## config.mk

```make
export PLATFORM = sky130hd
export DESIGN_NAME = timer_irq_router
export DESIGN_NICKNAME = d
export VERILOG_FILES = /design/src/rtl/tir_pkg.sv /design/src/rtl/tir_route_sel.sv /design/src/rtl/tir_line_map.sv /design/src/rtl/tir_msg_arb.sv /design/src/rtl/timer_irq_router.sv
export SDC_FILE = /design/constraint.sdc
export NUM_CORES = 1
export LEC_CHECK = 0
export ABC_AREA = 1
export ABC_CLOCK_PERIOD_IN_PS = 3100
export BUFFER_PORTS_ARGS = -buffer_cell sky130_fd_sc_hd__buf_2
export CAP_MARGIN = 10
export CORE_AREA = 4 4 268 270
export CTS_CLUSTER_DIAMETER = 100
export DETAILED_ROUTE_END_ITERATION = 16
export DIE_AREA = 0 0 272 274
export PLACE_DENSITY = 0.42
export RECOVER_POWER = 100
export SLEW_MARGIN = 10
export SYNTH_ARGS = -nofsm -noshare
export SYNTH_HDL_FRONTEND = slang
export SYNTH_SLANG_ARGS = --single-unit
```

## constraint.sdc

```tcl
create_clock -name clk -period 3.1 [get_ports clk]
set_input_delay 0.775 -clock clk [delete_from_list [all_inputs] [get_ports clk]]
set_output_delay 0.775 -clock clk [all_outputs]
set_load 0.01 [all_outputs]
```

## src/rtl/tir_pkg.sv

```systemverilog
package tir_pkg;
    localparam int LINE_TMR = 0;
    localparam int LINE_RTC = 8;
    localparam int MSG_ROUTE_W = 64;
endpackage

```

## src/rtl/tir_route_sel.sv

```systemverilog
module tir_route_sel #(
    parameter int NUM_CH  = 8,
    parameter int ROUTE_W = 5
) (
    input  logic                      legacy_mode,
    input  logic [NUM_CH*ROUTE_W-1:0] route_cfg,
    output logic [NUM_CH*ROUTE_W-1:0] route_eff
);
    import tir_pkg::*;

    for (genvar c = 0; c < NUM_CH; c++) begin : g_ch
        if (c == 0) begin : g_tmr
            assign route_eff[c*ROUTE_W +: ROUTE_W] =
                legacy_mode ? ROUTE_W'(LINE_TMR) : route_cfg[c*ROUTE_W +: ROUTE_W];
        end else if (c == 1) begin : g_rtc
            assign route_eff[c*ROUTE_W +: ROUTE_W] =
                legacy_mode ? ROUTE_W'(LINE_RTC) : route_cfg[c*ROUTE_W +: ROUTE_W];
        end else begin : g_plain
            assign route_eff[c*ROUTE_W +: ROUTE_W] = route_cfg[c*ROUTE_W +: ROUTE_W];
        end
    end
endmodule

```

## src/rtl/tir_line_map.sv

```systemverilog
module tir_line_map #(
    parameter int NUM_CH    = 8,
    parameter int NUM_LINES = 24,
    parameter int ROUTE_W   = 5
) (
    input  logic [NUM_CH-1:0]         active,
    input  logic [NUM_CH*ROUTE_W-1:0] route_eff,
    input  logic                      legacy_mode,
    input  logic                      tmr_in,
    input  logic                      rtc_in,
    output logic [NUM_LINES-1:0]      lines
);
    import tir_pkg::*;

    logic [NUM_LINES-1:0][NUM_CH-1:0] hit;

    for (genvar l = 0; l < NUM_LINES; l++) begin : g_line
        for (genvar c = 0; c < NUM_CH; c++) begin : g_ch
            assign hit[l][c] = active[c] &&
                (route_eff[c*ROUTE_W +: ROUTE_W] == ROUTE_W'(l));
        end
        if (l == LINE_TMR) begin : g_tmr
            assign lines[l] = (|hit[l]) | (!legacy_mode && tmr_in);
        end else if (l == LINE_RTC) begin : g_rtc
            assign lines[l] = (|hit[l]) | (!legacy_mode && rtc_in);
        end else begin : g_plain
            assign lines[l] = |hit[l];
        end
    end
endmodule

```

## src/rtl/tir_msg_arb.sv

```systemverilog
module tir_msg_arb #(
    parameter int NUM_CH = 8
) (
    input  logic                 clk,
    input  logic                 rst_n,
    input  logic [NUM_CH-1:0]    fire,
    input  logic [NUM_CH-1:0]    keep,
    input  logic [NUM_CH*64-1:0] route,
    input  logic                 ready,
    output logic                 valid,
    output logic [31:0]          addr,
    output logic [31:0]          data
);
    typedef struct packed {
        logic [NUM_CH-1:0] pend;
        logic              valid;
        logic [31:0]       addr;
        logic [31:0]       data;
    } arb_t;

    arb_t st_q, st_d;
    logic [NUM_CH-1:0] gmask;
    logic [63:0]       sel;
    logic              can_issue;

    always_comb begin
        st_d      = st_q;
        can_issue = !st_q.valid || ready;
        gmask     = st_q.pend & (~st_q.pend + NUM_CH'(1));
        sel       = '0;
        for (int c = 0; c < NUM_CH; c++) begin
            if (gmask[c]) sel = route[c*64 +: 64];
        end
        if (!can_issue) gmask = '0;
        if (can_issue) begin
            st_d.valid = |gmask;
            if (|gmask) begin
                st_d.addr = sel[63:32];
                st_d.data = sel[31:0];
            end
        end
        st_d.pend = ((st_q.pend & ~gmask) | fire) & keep;
    end

    always_ff @(posedge clk or negedge rst_n) begin
        if (!rst_n) st_q <= '0;
        else        st_q <= st_d;
    end

    assign valid = st_q.valid;
    assign addr  = st_q.addr;
    assign data  = st_q.data;
endmodule

```

## src/rtl/timer_irq_router.sv

```systemverilog
module timer_irq_router #(
    parameter int NUM_CH    = 8,
    parameter int NUM_LINES = 24,
    localparam int ROUTE_W  = $clog2(NUM_LINES)
) (
    input  logic                      clk,
    input  logic                      rst_n,
    input  logic                      glb_en,
    input  logic                      legacy_mode,
    input  logic [NUM_CH-1:0]         ch_fire,
    input  logic [NUM_CH-1:0]         ch_enable,
    input  logic [NUM_CH-1:0]         ch_level,
    input  logic [NUM_CH-1:0]         ch_msg_en,
    input  logic [NUM_CH*ROUTE_W-1:0] ch_route,
    input  logic [NUM_CH*64-1:0]      ch_msg_route,
    input  logic                      sts_wr,
    input  logic [NUM_CH-1:0]         sts_wdata,
    output logic [NUM_CH-1:0]         sts,
    input  logic                      tmr_legacy_in,
    input  logic                      rtc_legacy_in,
    output logic [NUM_LINES-1:0]      irq_line,
    output logic                      tmr_legacy_en,
    output logic                      msg_valid,
    input  logic                      msg_ready,
    output logic [31:0]               msg_addr,
    output logic [31:0]               msg_data
);
    typedef struct packed {
        logic [NUM_CH-1:0]    status;
        logic [NUM_LINES-1:0] lines;
        logic                 tmr_en;
    } core_t;

    core_t st_q, st_d;

    logic [NUM_CH-1:0]         live, take, lvl_fire, edg_fire, msg_fire, clr;
    logic [NUM_CH-1:0]         active;
    logic [NUM_CH*ROUTE_W-1:0] route_eff;
    logic [NUM_LINES-1:0]      lines_nx;

    tir_route_sel #(.NUM_CH(NUM_CH), .ROUTE_W(ROUTE_W)) u_route (
        .legacy_mode (legacy_mode),
        .route_cfg   (ch_route),
        .route_eff   (route_eff)
    );

    tir_line_map #(.NUM_CH(NUM_CH), .NUM_LINES(NUM_LINES), .ROUTE_W(ROUTE_W)) u_map (
        .active      (active),
        .route_eff   (route_eff),
        .legacy_mode (legacy_mode),
        .tmr_in      (tmr_legacy_in),
        .rtc_in      (rtc_legacy_in),
        .lines       (lines_nx)
    );

    tir_msg_arb #(.NUM_CH(NUM_CH)) u_arb (
        .clk   (clk),
        .rst_n (rst_n),
        .fire  (msg_fire),
        .keep  (live & ch_msg_en),
        .route (ch_msg_route),
        .ready (msg_ready),
        .valid (msg_valid),
        .addr  (msg_addr),
        .data  (msg_data)
    );

    always_comb begin
        live     = ch_enable & {NUM_CH{glb_en}};
        take     = ch_fire & live;
        lvl_fire = take & ch_level & ~ch_msg_en;
        edg_fire = take & ~ch_level & ~ch_msg_en;
        msg_fire = take & ch_msg_en;
        clr      = sts_wr ? (sts_wdata & st_q.status) : '0;

        st_d        = st_q;
        st_d.status = ((st_q.status & ~clr & ~edg_fire) | lvl_fire) & live & ~ch_msg_en;
        active      = st_d.status | edg_fire;
        st_d.lines  = lines_nx;
        st_d.tmr_en = !legacy_mode;
    end

    always_ff @(posedge clk or negedge rst_n) begin
        if (!rst_n) begin
            st_q        <= '0;
            st_q.tmr_en <= 1'b1;
        end else begin
            st_q <= st_d;
        end
    end

    assign sts           = st_q.status;
    assign irq_line      = st_q.lines;
    assign tmr_legacy_en = st_q.tmr_en;
endmodule

```

After elaboration in Yosys (flattened, before gate mapping):

Index checks and enable logic that the tools add are counted.

* bits in registers: 106
* input bits: 600
* word-level logic and storage cells: 462

* add/subtract/negate cells: 1
* equality and inequality tests: 184
* mux-type cells: 12
* bitwise operators: 27
* reduce and logical (&&, ||, !) cells: 231

Operators with widths (number)
* 64-bit two-way mux: 8
* 5-bit by 4-bit equality test with 1-bit output (second input constant): 64
* 5-bit equality test (second input constant): 64
* 8-bit OR reduction: 25
* 1-bit logical AND: 194
* 5-bit by 3-bit equality test with 1-bit output (second input constant): 32
* 8-bit AND: 16
* 5-bit by 2-bit equality test with 1-bit output (second input constant): 16
* 8-bit NOT: 6
* 5-bit by 1-bit equality test with 1-bit output (second input constant): 8
* 5-bit zero test: 8
* 8-bit bitwise OR: 3
* 8-bit two-way mux: 2
* 5-bit two-way mux: 2
* 8-bit by 1-bit adder with 8-bit output (second input constant): 1
* 1-bit zero test: 2
* 1-bit bitwise OR: 2
* 2-bit AND reduction: 1
* 1-bit logical OR: 1

Depth between registers and ports, before layout:

Gate-level depths: netlist of run 1.

* depth in word-level cells: 13
* depth in mapped cells: 12

Modules after synthesis:

A second synthesis of run 1 with hierarchy kept.

* cells, all modules: 2197
* area total of the unflattened synthesis: 12146.6 sq um

Modules (own cells, without submodules)
* tir_msg_arb: instances 1, cells each 1399, area an instance 8100.3 sq um
* tir_line_map: instances 1, cells each 604, area an instance 2433.6 sq um
* timer_irq_router: instances 1, cells each 142, area an instance 1297.5 sq um
* tir_route_sel: instances 1, cells each 52, area an instance 315.3 sq um

Least setup slack after synthesis of run 1:

OpenSTA, ideal clock, no wires.

* kind: input to register
* from: input msg_ready
* to: register u_arb.st_q, in the netlist u_arb.addr[10]
* arrival: 1.895 ns
* required time: 3.034 ns
* path slack: 1.139 ns
* cell stages on the path: 8
* path buffers: 1
* cell sequence: nor2_2 > inv_1 > o211ai_1 > nand2_1 > nand2_1 > clkbuf_1 > nand2_1 > nand2_1

* cells in the longest elaborated chain, start to end: 4

Ends and longest elaborated chain
* start: declaration: line timer_irq_router.sv:24 `input logic msg_ready,`
* 1-bit logical OR *: line tir_msg_arb.sv:28 `can_issue = !st_q.valid || ready;`
* 8-bit two-way mux: line tir_msg_arb.sv:34 `if (!can_issue) gmask = '0;`
* 8-bit OR reduction: line tir_msg_arb.sv:37 `if (|gmask) begin`
* 2-bit AND reduction (no line) *
* end signal: assignment: line tir_msg_arb.sv:47 `else st_q <= st_d;`
* end: declaration: line tir_msg_arb.sv:21 `arb_t st_q, st_d;`

Mark *: on every way between the ends. The rest lies on a longest branch, timed or not.
A chain may end at the register's enable or synchronous reset.

Final worst setup path of run 1:

* from: register u_arb.st_q[68] in the netlist's numbering
* to: register u_arb.st_q, in the netlist u_arb.addr[12]

* cells in the longest elaborated chain, start to end: 8
* elaborated cells on any way between the ends: 11
* those cells by class: 1 x add/sub; 6 x mux; 2 x bitwise; 2 x reduce/logical

Ends and longest elaborated chain
* 8-bit NOT: line tir_msg_arb.sv:29 `gmask = st_q.pend & (~st_q.pend + NUM_CH'(1));`
* 8-bit by 1-bit adder with 8-bit output: line tir_msg_arb.sv:29
* 8-bit AND *: line tir_msg_arb.sv:29
* 64-bit two-way mux (5 in series): line tir_msg_arb.sv:32 `if (gmask[c]) sel = route[c*64 +: 64];`

Marked as above.

==> flow_summary_export.csv, run 1 <==
group,metric,value,unit
critical_path,timing.rr.end,"u_arb.addr[12]",
power_and_ir_drop,ir_drop,0.2744,mV
critical_path,path_buf_inv,2,
synthesis,syn_inst,2052,
critical_path,cp_max_fo,63,
critical_path,reg2reg_depth,9,
drt,drc,0,
grt,grt_max_degree,80,
clocking,cts_max_path_buffers,2,
synthesis,synth_nets,2652,
sta,tns,0,ps
critical_path,cpMostUsedCell,"nand2_1",
grt,antenna_found_initial,32,
floorplan,start_util,0.1637,
critical_path,critPathMaxStageDelay,750,ps
synthesis,seq_area_frac_synth,0.2331,
floorplan,die_h,274,um
finish,final_util,0.2257,
finish,mostFrequentLayoutCell,"nand2_1",
synthesis,synth_area,11390,sq um
drt,wl_per_cell,22.70,um
clocking,htreeDepth,3,
floorplan,num_io_pins,698,
sta,hold_violations,0,
critical_path,critPathTopFamily,"simple AND/OR/NAND/NOR gates",
grt,grt_pass1_vias,15810,
floorplan,fp.dieW,272,um
critical_path,ff2ff_setup_slack,600,ps
finish,drive_gt1_frac,0.2547,
grt,grt_pass1_wl,112.1,mm
placed_design,numPortBuffers,697,
drt,post_drt_via_cell_ratio,4.575,
sta,max_slew_margin,-0.2435,
placed_design,place_hpwl,64.66,mm
power_and_ir_drop,powerDensity,322.2,nW/um^2
floorplan,dieArea,74530,sq um
critical_path,cp_data_required_time,3440,ps
sta,setup_violations,0,
critical_path,cp_slowest_cell,"dfrtp_4",
clocking,cts_hold_buf,0,
drt,drtPass1Iterations,6,
power_and_ir_drop,p_leak,8.320,nW
run_status,violations,"capacitance limit, slew limit",
run_status,status,"finished with violations",
sta,hold_ws,269.3,ps
finish,nets,3210,
critical_path,endpoint_kind,"register",
clocking,root_buffer,"clkbuf_16",
drt,detail-route-antenna-nets,0,
clocking,cts_tree,"built",
grt,grt_usage,0.2049,
sta,fin_crit_sh,0.8071,
critical_path,path_depth,9,
drt,vias,16334,
drt,wl,81.04,mm
floorplan,num_rows,97,
clocking,numCtsBuffers,9,
sta,rsz0062_at_grt,"no",
flow_run,drv_cap,1,
finish,area_delta_synth_final,37.86,%
critical_path,startpoint,"u_arb.st_q[68]",
clocking,cts_setup_buffers,0,
drt,dr.first_iter.drc_count,1211,
synthesis,yosysWarningCount,0,
critical_path,path_class,"reg -> reg",
clocking,cts_resized,0,
sta,post-route-min-period,2502,ps
critical_path,cp-start-kind,"register",
clocking,clock_latency,390,ps
critical_path,cp.arrival,2840,ps
placed_design,routabilityCongestion,0.9400,
critical_path,crit_chain,"inv_1, nand4_1, nor2_1, nor2_1, nand2_1, nand2_1, buf_12, nand2_1, nand2_1",
sta,max_freq,0.3997,GHz
clocking,clk_pin_slew,90,ps
sta,worst_pin_slew,1865,ps
synthesis,ys_ff_latch,106,
finish,final_cell_mix,"nand2_1, buf_2, nand3_1",
synthesis,synth_area_per_cell,5.549,sq um
sta,slew_violations,28,
synthesis,ys_types,32,
clocking,cts.sinks,106,
floorplan,coreArea,69540,sq um
critical_path,timing.rr.start,"u_arb.st_q[68]",
sta,skew,16.29,ps
hold_path,hp-class,"in -> async",
grt,grt_overflow_total,0,
==> cell usage after synthesis <==
| cell | n | area share |
|---|---|---|
| o211ai_1 | 1 | 0.00066 |
| nand3_1 | 418 | 0.18 |
| clkinv_1 | 6 | 0.0020 |
| nand3_2 | 1 | 0.00088 |
| or2_2 | 4 | 0.0022 |
| nand3b_1 | 1 | 0.00066 |
| a21oi_4 | 1 | 0.0014 |
| nor2_2 | 4 | 0.0022 |
| nor4_1 | 2 | 0.0011 |
| nor2_1 | 280 | 0.092 |
| a21oi_1 | 15 | 0.0066 |
| a21o_1 | 2 | 0.0013 |
| o31ai_1 | 18 | 0.012 |
| buf_4 | 70 | 0.046 |
| o21ai_1 | 1 | 0.00044 |
| nand4_2 | 1 | 0.0011 |
| nor2_4 | 1 | 0.00099 |
| dfrtp_1 | 105 | 0.23 |
| and3_1 | 2 | 0.0011 |
| clkbuf_1 | 56 | 0.018 |
| nand4_1 | 136 | 0.075 |
| nor3_1 | 27 | 0.012 |
| inv_1 | 202 | 0.067 |
| nor3b_1 | 1 | 0.00066 |
| o21ai_0 | 28 | 0.012 |
| inv_2 | 1 | 0.00033 |
| o21a_1 | 1 | 0.00066 |
| buf_2 | 45 | 0.020 |
| buf_1 | 15 | 0.0049 |
| nand2_1 | 605 | 0.20 |
| dfstp_2 | 1 | 0.0023 |
| o22ai_1 | 1 | 0.00055 |
==> worst reg2reg max path: stages (launching register included) <==
cell and delay [ps]:
dfrtp_4 750, inv_1 200, nand4_1 270, nor2_1 100, nor2_1 240, nand2_1 90
nand2_1 180, buf_12 290, nand2_1 240, nand2_1 90
==> cells by family after synthesis <==
logic type / count (synthesis) / synth area share
AO/OA/AOI/OAI: 68 / 0.03582
buffers and inverters: 395 / 0.1582
flip-flops: 106 / 0.2331
AND/OR/NAND/NOR: 1483 / 0.5729
==> power by group <==
group / internal, mW / switching [mW] / total [mW]
clock: 0.726 / 0.688 / 1.41
combinational: 0.641 / 1.26 / 1.90
sequential: 1.60 / 0.142 / 1.74
==> worst max-delay path by stage <==
stage / endpoint
3_3_place_gp: u_arb.addr[28]
6_report: u_arb.addr[12]
2_1_floorplan: u_arb.addr[10]
3_5_place_dp: u_arb.addr[28]
4_1_cts: u_arb.addr[28]
5_1_grt: u_arb.data[22]
==> final cells by class <==
cell class | instances | area [sq um]
well taps | 940 | 1176
flip-flops and latches | 106 | 2673
fillers | 8389 | 53840
repair buffers | 733 | 3749
clock buffers | 9 | 225.2
multi-input cells | 1551 | 6948
clock inverters | 7 | 105.1
inverters | 209 | 785.8
diodes | 15 | 37.54
==> stage by stage <==
stage / cell area [sq um] / cells / power [mW] / setup WS (ps)
3_3_place_gp: 15500 / 3539 / 3.760 / 551.0
3_5_place_dp: 15500 / 3539 / 3.751 / 579.8
5_1_grt: 15680 / 3564 / 5.381 / 338.7
2_1_floorplan: 11390 / 2052 / 2.830 / 1139
6_report: 15700 / 3570 / 5.059 / 598.0
4_1_cts: 15830 / 3555 / 5.222 / 558.6
==> sequential cells by signal, summed over array words and instances (netlist names) <==
signal,flops
irq_line,24
u_arb.valid,1
u_arb.addr,32
u_arb.data,32
u_arb.st_q,8
sts,8
tmr_legacy_en,1
==> metal layers <==
layer	routed length [um]	GRT usage	vias to the layer above
met5	88	0	-
met4	2214	0.05529	16
met3	7115	0.04900	99
met2	39440	0.3590	764
met1	32180	0.2514	7710
li1	-	-	7745
Power figures use the tool's default switching activity.
==> inputs of run 2 (changes only) <==
--- a/config.mk
+++ b/config.mk
@@ -6,7 +6,7 @@
 export NUM_CORES = 1
 export LEC_CHECK = 0
 export ABC_AREA = 1
-export ABC_CLOCK_PERIOD_IN_PS = 3100
+export ABC_CLOCK_PERIOD_IN_PS = 2600
 export BUFFER_PORTS_ARGS = -buffer_cell sky130_fd_sc_hd__buf_2
 export CAP_MARGIN = 10
 export CORE_AREA = 4 4 268 270
==> constraint.sdc (replaced) <==
create_clock -name clk -period 2.6 [get_ports clk]
set_input_delay 0.65 -clock clk [delete_from_list [all_inputs] [get_ports clk]]
set_output_delay 0.65 -clock clk [all_outputs]
set_load 0.01 [all_outputs]
==> run 2 against run 1 <==
The run now ends clean. Clock power increased by 11%. Global-route usage grew 0.13 points. First-iteration DRC count grew 7.2%. Hold slack improved by 210 ps. Count of clock-buffer cells in the layout rose by 2. Via count is 0.67% higher. Sequential share of layout area fell by 0.18 points. Critical path type unchanged.
==> flow_summary_export.csv, run 2 (synthesized netlist as in run 1, its figures left out) <==
group,metric,value,unit
sta,post-route-min-period,2330,ps
finish,nets,3227,
critical_path,cpMostUsedCell,"nand2_1",
critical_path,startpoint,"u_arb.st_q[65]",
drt,wl,81.50,mm
sta,rsz0062_at_grt,"no",
finish,final_cell_mix,"nand2_1, buf_2, nand3_1",
clocking,numCtsBuffers,9,
finish,area_delta_synth_final,39.35,%
sta,max_freq,0.4293,GHz
critical_path,critPathMaxStageDelay,550,ps
drt,drc,0,
hold_path,hp-class,"in -> async",
critical_path,cp_data_required_time,2880,ps
clocking,clock_latency,390,ps
sta,hold_ws,479.0,ps
clocking,clk_pin_slew,80,ps
sta,worst_pin_slew,1189,ps
critical_path,critPathTopFamily,"simple AND/OR/NAND/NOR gates",
finish,final_cells,3586,
placed_design,dp_slack,270.1,ps
drt,met3_length,6.911,mm
grt,antenna_found_initial,32,
grt,grt_overflow_total,0,
floorplan,dieArea,74530,sq um
sta,setup_violations,0,
floorplan,die_h,274,um
clocking,cts_tree,"built",
power_and_ir_drop,power,5.959,mW
critical_path,cp-start-kind,"register",
critical_path,timing.rr.start,"u_arb.st_q[65]",
clocking,cts_hold_buf,0,
sta,skew,11.11,ps
floorplan,coreArea,69540,sq um
critical_path,cp_max_fo,66,
sta,fin_crit_sh,0.8960,
clocking,root_buffer,"clkbuf_16",
drt,wl_per_cell,22.73,um
floorplan,num_rows,97,
run_status,status,"finished clean",
clocking,cts_max_path_buffers,2,
clocking,cts_resized,0,
sta,finalWorstSetupSlack,270.5,ps
drt,met2WireLength,39.10,mm
floorplan,start_util,0.1637,
floorplan,fp.dieW,272,um
sta,tns,0,ps
drt,drtPass1Iterations,6,
sta,slew_violations,0,
flow_run,drv_cap,0,
grt,grt_max_degree,117,
drt,top_layer,"met5",
sta,max_slew_margin,0.2075,
placed_design,numPortBuffers,697,
placed_design,place_hpwl,64.47,mm
drt,detail-route-antenna-nets,0,
grt,grt_pass1_vias,16111,
drt,wl_met1,32.50,mm
clocking,cts_setup_buffers,0,
critical_path,path_buf_inv,2,
power_and_ir_drop,p_leak,8.401,nW
placed_design,placed_cells,3556,
clocking,cts.sinks,106,
floorplan,num_io_pins,698,
finish,mostFrequentLayoutCell,"nand2_1",
drt,post_drt_via_cell_ratio,4.586,
sta,hold_violations,0,
critical_path,path_class,"reg -> reg",
power_and_ir_drop,powerDensity,375.6,nW/um^2
grt,grt_pass1_wl,113.0,mm
critical_path,endpoint_kind,"register",
drt,vias,16444,
power_and_ir_drop,ir_drop,0.3460,mV
placed_design,routabilityCongestion,0.9214,
grt,grt_usage,0.2062,
critical_path,cp.arrival,2610,ps
finish,drive_gt1_frac,0.2584,
critical_path,crit_chain,"clkbuf_4, nand2_1, nand2_1, inv_1, nand3_1, nor2_1, nand4_1, nand2_1, nand2_1",
critical_path,cp_slowest_cell,"clkbuf_4",
drt,dr.first_iter.drc_count,1298,
clocking,htreeDepth,3,
==> run 2: cell types whose count changed in the layout (fill, tap and decap cells not counted), sizes merged <==
cell | before | now
bufinv | 2 | 1
inv | 206 | 202
clkbuf | 114 | 121
diode | 15 | 14
clkinv | 7 | 10
buf | 628 | 640
==> run 2: layout make-up <==
class / count / area [sq um]
diodes: 14 / 35.03
clock inverters: 5 / 63.81
fillers: 8318 / 53680
well taps: 940 / 1176
clock buffers: 11 / 242.7
inverters: 209 / 785.8
flip-flops and latches: 106 / 2673
multi-input cells: 1551 / 6955
repair buffers: 750 / 3936
==> run 2: path summary, 6_finish.rpt <==
kind / endpoint / slack, ps / depth (start not counted)
worst min register to register: u_arb.data[21] / 480 / 2
max in group asynchronous: u_arb.data[8] / 660 / 2
worst max-delay path: u_arb.addr[31] / 270 / 9
worst min-delay path: u_arb.st_q[67] / 480 / 1
min in group clk: u_arb.data[21] / 480 / 2
worst max register to register: u_arb.addr[31] / 270 / 9
==> run 2: through the flow <==
stage | cell area, sq um | util
detailed placement | 15720 | 0.2260
finish | 15870 | 0.2282
floorplan | 11390 | -
CTS | 16020 | 0.2304
global route | 15850 | 0.2280
global placement | 15720 | 0.2260
==> run 2: power by group <==
part           total [mW]  internal (mW)  leakage (nW)  switching [mW]
Clock                1.57          0.782         0.146           0.786
Sequential           2.07           1.91          1.41           0.161
Combinational        2.32          0.790          6.84            1.53
==> run 2: per-layer routing <==
layer  track usage  vias up
li1              -     7780
met1        0.2525     7703
met2        0.3488      821
met3       0.05032      124
met4       0.08116       16
met5             0        -
==> inputs of run 3 (changes only) <==
--- a/config.mk
+++ b/config.mk
@@ -9,11 +9,14 @@
 export ABC_CLOCK_PERIOD_IN_PS = 2600
 export BUFFER_PORTS_ARGS = -buffer_cell sky130_fd_sc_hd__buf_2
 export CAP_MARGIN = 10
-export CORE_AREA = 4 4 268 270
+export CELL_PAD_IN_SITES_DETAIL_PLACEMENT = 1
+export CELL_PAD_IN_SITES_GLOBAL_PLACEMENT = 1
+export CORE_AREA = 4 4 269 271
+export CTS_BUF_LIST = sky130_fd_sc_hd__clkbuf_2 sky130_fd_sc_hd__clkbuf_4 sky130_fd_sc_hd__clkbuf_8
 export CTS_CLUSTER_DIAMETER = 100
 export DETAILED_ROUTE_END_ITERATION = 16
-export DIE_AREA = 0 0 272 274
-export PLACE_DENSITY = 0.42
+export DIE_AREA = 0 0 273 275
+export PLACE_DENSITY = 0.57
 export RECOVER_POWER = 100
 export SLEW_MARGIN = 10
 export SYNTH_ARGS = -nofsm -noshare
==> run 3 against run 2 <==
Critical path depth did not move. Die area rose by 0.73%. Setup slack got worse by 97 ps. Cell count rose by 1.2%. Count of clock-buffer cells in the layout fell by 2. Maximum frequency fell by 4.0%. Flip-flop and latch count did not move. Cell area rose by 0.31%. First-iteration DRC count fell by 11%. Power fell by 4.3%. Combinational power barely moved. Sequential power barely moved. Critical endpoint is now u_arb.addr[9]. Highest routed layer unchanged.
==> flow_summary_export.csv, run 3 (synthesized netlist as in run 1, its figures left out) <==
group,metric,value,unit
floorplan,fp.dieW,273,um
flow_run,drv_cap,0,
drt,drc,0,
grt,grt_overflow_total,0,
finish,seq_area,2673,sq um
critical_path,cp.arrival,2840,ps
clocking,cts_tree,"built",
clocking,cts_setup_buffers,0,
critical_path,path_class,"reg -> reg",
drt,post_drt_via_cell_ratio,4.609,
critical_path,cp-start-kind,"register",
hold_path,whs_endpoint,"sts[0]",
placed_design,placed_cells,3578,
sta,rsz0062_at_grt,"no",
drt,dr.first_iter.drc_count,1151,
finish,area_delta_synth_final,39.78,%
sta,max_freq,0.4121,GHz
placed_design,place_hpwl,71.55,mm
placed_design,placedInstanceArea,15860,sq um
grt,grt_usage,0.2242,
placed_design,dp_slack,303.9,ps
clocking,clock_latency,460,ps
drt,drtPass1Iterations,5,
critical_path,timing.rr.start,"u_arb.st_q[65]",
placed_design,numPortBuffers,697,
sta,slew_violations,0,
sta,tns,0,ps
sta,max_slew_margin,0.08639,
critical_path,cp_max_fo,56,
floorplan,dieArea,75080,sq um
placed_design,routabilityCongestion,0.9585,
clocking,htreeDepth,3,
drt,detail-route-antenna-nets,0,
grt,grt_pass1_vias,16892,
clocking,cts.sinks,106,
clocking,cts_max_path_buffers,2,
clocking,cts_resized,0,
critical_path,cpMostUsedCell,"nand2_1",
grt,grt_max_degree,71,
power_and_ir_drop,p_leak,8.415,nW
power_and_ir_drop,powerDensity,358.3,nW/um^2
sta,skew,19.94,ps
critical_path,reg2reg_depth,9,
floorplan,coreArea,69790,sq um
sta,fin_crit_sh,0.9333,
drt,wl_per_cell,24.47,um
hold_path,worstHoldStart,"ch_level[0]",
sta,worst_pin_slew,1370,ps
grt,grt_pass1_wl,121.9,mm
grt,antenna_found_initial,59,
critical_path,timing.rr.end,"u_arb.addr[9]",
drt,vias,16730,
finish,drive_gt1_frac,0.2611,
finish,final_cells,3630,
finish,final_cell_mix,"nand2_1, buf_2, nand3_1",
sta,finalWorstSetupSlack,173.5,ps
floorplan,start_util,0.1632,
critical_path,cp_slowest_cell,"clkbuf_4",
critical_path,cp_data_required_time,3010,ps
critical_path,critPathMaxStageDelay,790,ps
hold_path,hp-class,"in -> reg",
sta,post-route-min-period,2427,ps
finish,multi_input_area,6959,sq um
drt,wl,88.82,mm
finish,num-fill-cells,9282,
run_status,status,"finished clean",
clocking,root_buffer,"clkbuf_8",
clocking,cts_hold_buf,0,
sta,setup_violations,0,
finish,nets,3249,
sta,hold_violations,0,
power_and_ir_drop,power,5.702,mW
critical_path,crit_chain,"clkbuf_4, nand2_1, nand2_1, inv_1, nand3_1, nor2_1, nand4_1, nand2_1, nand2_1",
finish,mostFrequentLayoutCell,"nand2_1",
floorplan,die_h,275,um
floorplan,num_rows,97,
critical_path,endpoint_kind,"register",
power_and_ir_drop,ir_drop,0.3288,mV
critical_path,ff2ff_setup_slack,170,ps
hold_path,hold_depth,3,
finish,final_cell_area,15920,sq um
clocking,numCtsBuffers,9,
clocking,clk_pin_slew,150,ps
floorplan,num_io_pins,698,
## run 3: worst max-delay path by stage
stage / cells past startpoint / slack, ps / to / from
finish: 9 / 170 / u_arb.addr[9] / u_arb.st_q[65]
global route: 9 / 90 / u_arb.addr[9] / u_arb.st_q[65]
CTS: 8 / 270 / u_arb.addr[21] / u_arb.st_q[65]
detailed placement: 8 / 300 / u_arb.addr[9] / u_arb.st_q[65]
global placement: 9 / 350 / irq_line[14] / glb_en
floorplan: 8 / 760 / u_arb.addr[10] / msg_ready
## run 3: through the flow
step / util / hold WS, ps
2_1_floorplan: - / 354.4
3_3_place_gp: 0.2272 / 457.8
3_5_place_dp: 0.2272 / 461.8
4_1_cts: 0.2302 / 82.55
5_1_grt: 0.2277 / 394.3
6_report: 0.2281 / 411.2
## run 3: routing by layer
| metal | global-route usage | wire length, um |
|---|---|---|
| met5 | 0 | 162 |
| met4 | 0.09598 | 3410 |
| met3 | 0.05547 | 6689 |
| met2 | 0.3925 | 43750 |
| met1 | 0.2610 | 34810 |
## run 3: cell type report
type	count	area share
antenna	36	0.005660
clock buffer	9	0.007782
clock inverter	7	0.005267
inverter	209	0.04945
multi-input combinational	1551	0.4372
sequential	106	0.1679
tap	940	0.07389
timing repair buffer	772	0.2528
## run 3: report_power, final
part           total (mW)  switching, mW  internal (mW)
Clock                1.31          0.843          0.469
Combinational        2.32           1.53          0.794
Sequential           2.07          0.164           1.90
Total                5.70           2.54           3.17
## run 3: worst max-delay path, delay by kind of cell, from the launching register on
family        cells  cell delay [ps]
flops             1              590
buf+inv           2              850
simple gates      7              890
